File: src/rtl/serial_word_fifo.sv
module serial_word_fifo #(
  parameter int WORD_W = 8,
  parameter int DEPTH  = 256
) (
  input  logic              clk,
  input  logic              rst_n,
  input  logic              start_i,
  input  logic              data_i,
  input  logic              read_i,
  output logic [WORD_W-1:0] data_o
);
  localparam int AW = $clog2(DEPTH);
  localparam int CW = AW + 1;
  localparam int BW = $clog2(WORD_W);
  localparam logic [BW-1:0] LAST_BIT = BW'(WORD_W - 1);
  localparam logic [CW-1:0] FULL_CNT = CW'(DEPTH);
  localparam logic [AW-1:0] TOP_PTR  = AW'(DEPTH - 1);

  logic [WORD_W-1:0] shreg;
  logic [BW-1:0]     bitcnt;
  logic              busy, commit;
  logic [AW-1:0]     wr_ptr, rd_ptr;
  logic [CW-1:0]     count;
  logic [WORD_W-1:0] mem [DEPTH];

  wire empty     = (count == '0);
  wire full      = (count == FULL_CNT);
  wire do_read   = read_i && !empty;
  wire overwrite = commit && full && !do_read;

  function automatic logic [AW-1:0] bump(input logic [AW-1:0] p);
    return (p == TOP_PTR) ? '0 : p + 1'b1;
  endfunction

  always_ff @(posedge clk or negedge rst_n) begin
    if (!rst_n) begin
      shreg  <= '0;
      bitcnt <= '0;
      busy   <= 1'b0;
      commit <= 1'b0;
    end else begin
      commit <= 1'b0;
      if (start_i) begin
        shreg  <= {data_i, shreg[WORD_W-1:1]};
        bitcnt <= BW'(1);
        busy   <= 1'b1;
      end else if (busy) begin
        shreg  <= {data_i, shreg[WORD_W-1:1]};
        bitcnt <= bitcnt + 1'b1;
        if (bitcnt == LAST_BIT) begin
          busy   <= 1'b0;
          commit <= 1'b1;
        end
      end
    end
  end

  always_ff @(posedge clk) begin
    if (commit) mem[wr_ptr] <= shreg;
  end

  always_ff @(posedge clk or negedge rst_n) begin
    if (!rst_n) begin
      data_o <= '0;
      wr_ptr <= '0;
      rd_ptr <= '0;
      count  <= '0;
    end else begin
      if (do_read) data_o <= mem[rd_ptr];
      if (commit) wr_ptr <= bump(wr_ptr);
      if (do_read || overwrite) rd_ptr <= bump(rd_ptr);
      if (commit && !do_read && !full) count <= count + 1'b1;
      else if (do_read && !commit)     count <= count - 1'b1;
    end
  end

  AST_CNT_RANGE: assert property (@(posedge clk) disable iff (!rst_n)
    count <= FULL_CNT);
  AST_OVERWRITE_FULL: assert property (@(posedge clk) disable iff (!rst_n)
    overwrite |=> full);
  AST_EMPTY_READ_NOP: assert property (@(posedge clk) disable iff (!rst_n)
    (read_i && empty && !commit) |=> (empty && $stable(rd_ptr)));
  AST_COMMIT_ADV: assert property (@(posedge clk) disable iff (!rst_n)
    commit |=> (wr_ptr != $past(wr_ptr)));
  AST_RESTART_NO_COMMIT: assert property (@(posedge clk) disable iff (!rst_n)
    start_i |=> !commit);
  AST_FULL_RW: assert property (@(posedge clk) disable iff (!rst_n)
    (commit && full && read_i) |=> full);
  AST_DATA_HOLD: assert property (@(posedge clk) disable iff (!rst_n)
    !read_i |=> $stable(data_o));
endmodule

File: config.mk
export PLATFORM = sky130hd
export DESIGN_NAME = serial_word_fifo
export DESIGN_NICKNAME = d
export VERILOG_FILES = /design/src/rtl/serial_word_fifo.sv
export SDC_FILE = /design/constraint.sdc
export NUM_CORES = 2
export LEC_CHECK = 0
export ABC_AREA = 1
export BUFFER_PORTS_ARGS = -buffer_cell sky130_fd_sc_hd__buf_4
export CORE_ASPECT_RATIO = 0.5
export CORE_MARGIN = 5
export CORE_UTILIZATION = 45
export DETAILED_ROUTE_END_ITERATION = 6
export SLEW_MARGIN = 15
export SYNTH_ARGS = -nofsm -noshare
export SYNTH_HDL_FRONTEND = slang
export SYNTH_SLANG_ARGS = --single-unit
File: constraint.sdc
create_clock -name clk -period 8.3 [get_ports clk]
set_input_delay 1.66 -clock clk [delete_from_list [all_inputs] [get_ports clk]]
set_output_delay 1.66 -clock clk [all_outputs]
set_load 0.02 [all_outputs]
==> metrics <==
worst min path class reg2reg; effective utilization at floorplan 45.1%; WP buf/inv 3; Synth Net Count 7903; Rows 114; Worst Skew 0.0679 ns; Hold Buf Count CTS 0; Comb pwr share 29.6%; Rel. slew slack 16.5%; Num CTS Buffers 193; Leak 34.4 nW; ANT nets after route 0; sequential area share after synthesis 72.0%; Setup CP Type reg2reg; Post-Syn Instances 7881; Crit path required time 9.02 ns; final net count 7699; CP Launch Type flip-flop; final WL 239 mm; Die X 632 um; P per Cell Area 311 nW/um^2; sequential cell area 62700 sq um; DR DRC count 0; clk sinks 2094; slowest CP cell dfrtp_4; first-pass GRT wire length 356 mm; FFs w/ async S/R, synth 2.20%; routed vias/inst 5.50; Worst-Margin Slew 1.25 ns; post-synth cell types 30; Vias 57.4k; DP HPWL 131 mm; gr usage total 23.2%; Die H 321 um; full die area 203000 sq um; antenna violations before repair 13; DR pass1 iterations 6; root buffer cell clkbuf_16; Setup Total Neg Slack 0 ns; Port Buffers 12; Largest delay share family, worst path buffers and inverters; Multi-input gate area 21000 sq um; Net Sw Frac 36.4%; Mapped Area 87000 sq um; synthesized flop and latch total 2094; EDFF count, synth 2048; final setup fails 0; clock-pin slew on the worst setup and hold paths 0.07 ns; Final GP Congestion 0.820; Peak Freq 205 MHz; Slew Limit Fails 0; Most used DFF post-synth edfxtp_1; CORE AREA 193000 sq um; drt wl/cell 23.0 um; Fillers 17.1k; vias in the first global route 53.4k; RSZ-0062 raised after global routing false; Detailed Route Iter0 Violations 6858; Crit path arrival time 5.59 ns; YS warnings 0; Max Root-Sink Buffers 4; Avg Cell Area, Syn 11.0 sq um; Clock Latency Late Sink 0.84 ns; pin count of the biggest net entering global routing 205; Post-Layout Inst Area 94700 sq um; CP cell instances buf_12 -> buf_4 -> buf_4 -> nand2_1 -> nand3_1 -> nand3_1 -> nand3_1 -> nand2_1 -> nand2_1 -> nand2_1 -> nor2_1 -> nand2_1 -> nand2_1 -> nor2_1 -> nor2_1 -> nor2_1; setup bufs post-CTS 0; CP Capture Type flip-flop; post-CTS sizing 0; ratio of final minimum period to clock period 58.7%; outcome completed; Psw 0.0107 W; htree depth 4; grt total ovfl 0; Int Pwr 0.0187 W; layout cells sized above 1 4.38%; Area Overhead vs Synth 8.89%; # IOs 13; Worst path most repeated cell nand2_1; sequential share of power 42.3%; min cycle time layout 4.87 ns; CP max FO 175; Max VDD drop 0.284 mV; CTS tree done; crit-path max cell delay 0.86 ns; Clk pwr share 28.2%; Max-Cap Viols 0; Hold Fails Final Rpt 0; Post-DP Area 89100 sq um
## registers in the layout, summed over array words and instances, names as in the netlist
| register | cells |
|---|---|
| mem | 2048 |
| rd_ptr | 8 |
| wr_ptr | 8 |
| data_o | 8 |
| count | 9 |
| shreg | 8 |
| bitcnt | 3 |
| commit | 1 |
| busy | 1 |
## power groups by stage
stage / clock [W] / combinational, W / sequential, W
after CTS: 0.00839 / 0.00863 / 0.0125
after floorplan: 0 / 0.00541 / 0.0127
after global placement: 0 / 0.00857 / 0.0127
after global routing: 0.00886 / 0.00948 / 0.0125
after detailed placement: 0 / 0.00860 / 0.0127
final: 0.00830 / 0.00871 / 0.0125
## Yosys cell counts (2+ instances only)
| cell | number | area (sq um) |
|---|---|---|
| buf_1 | 70 | 263 |
| dfrtp_1 | 46 | 1150 |
| nand2_1 | 2544 | 9550 |
| buf_4 | 17 | 128 |
| xnor2_1 | 3 | 26.3 |
| a21oi_1 | 26 | 130 |
| nor3_1 | 5 | 25.0 |
| nand3_1 | 1401 | 7010 |
| ha_1 | 16 | 200 |
| inv_2 | 3 | 11.3 |
| inv_1 | 325 | 1220 |
| buf_6 | 3 | 33.8 |
| clkbuf_1 | 236 | 886 |
| clkinv_1 | 14 | 52.6 |
| buf_2 | 153 | 766 |
| nor2_1 | 732 | 2750 |
| nand4_1 | 2 | 12.5 |
| xor2_1 | 10 | 87.6 |
| o21ai_0 | 180 | 901 |
| o211ai_1 | 13 | 97.6 |
| edfxtp_1 | 2048 | 61500 |
| o21ai_1 | 26 | 130 |
## path summary, 6_finish.rpt
path / to / slack [ns] / cells past startpoint / from
setup / recovery: data_o[6] / 3.43 / 16 / rd_ptr[0]
hold / removal: count[8] / 0.47 / 1 / count[8]
setup reg to reg: data_o[6] / 3.43 / 16 / rd_ptr[0]
hold reg to reg: count[8] / 0.47 / 1 / count[8]
max in group asynchronous: rd_ptr[3] / 6.54 / 2 / rst_n
min in group asynchronous: bitcnt[1] / 0.64 / 1 / rst_n
## per-stage QoR
stage          hold slack [ns]  power (W)  cells  utilization, %  setup WS (ns)
6_report                 0.474     0.0295  10400            49.2           3.43
5_1_grt                  0.479     0.0308  10400            49.2           3.13
4_1_cts                  0.472     0.0295  10400            49.2           3.57
3_5_place_dp             0.461     0.0213  10100            46.2           3.59
3_3_place_gp             0.457     0.0212  10100            46.2           3.58
2_1_floorplan            0.442     0.0181   7881               -           4.30
## logic make-up after synthesis
group	count (synthesis)	share of synthesized area, %
AND/OR/NAND/NOR	4685	22.2
buffers and inverters	822	3.87
flip-flops	2094	72.0
adder cells (fa/ha/maj)	17	0.253
AO/OA/AOI/OAI	250	1.49
XOR/XNOR	13	0.131
## cells in the final DEF, fill, tap and decap left out, types with 2 or more instances in the layout
cell	n
a21oi_1	26
buf_12	18
buf_4	62
bufinv_16	5
clkbuf_1	58
clkbuf_16	195
clkbuf_8	2
clkinv_1	54
clkinv_2	22
clkinv_4	2
clkinvlp_4	2
dfrtp_1	33
dfrtp_4	12
diode_2	5
edfxtp_1	2048
ha_1	16
inv_1	324
inv_6	4
inv_8	2
nand2_1	2533
nand2_2	11
nand3_1	1401
nand4_1	2
nor2_1	731
nor3_1	5
o211ai_1	13
o21ai_0	180
o21ai_1	26
xnor2_1	3
xor2_1	10
## routing by layer
metal	vias to the layer above	global-route usage, %	share of wire (%)
met4	0	5.80	2.4
met5	-	0	0
met2	2450	35.0	45
met1	28100	34.8	44
met3	336	4.36	9.2
li1	26400	-	-
## cell type report
type / instances / area share (%)
sequential: 2094 / 66.2
multi-input combinational: 4965 / 22.2
clock buffer: 255 / 5.41
tap: 2610 / 3.45
inverter: 343 / 1.40
timing repair buffer: 80 / 0.872
clock inverter: 74 / 0.495
antenna: 5 / 0.0132
Power figures use the tool's default switching activity.
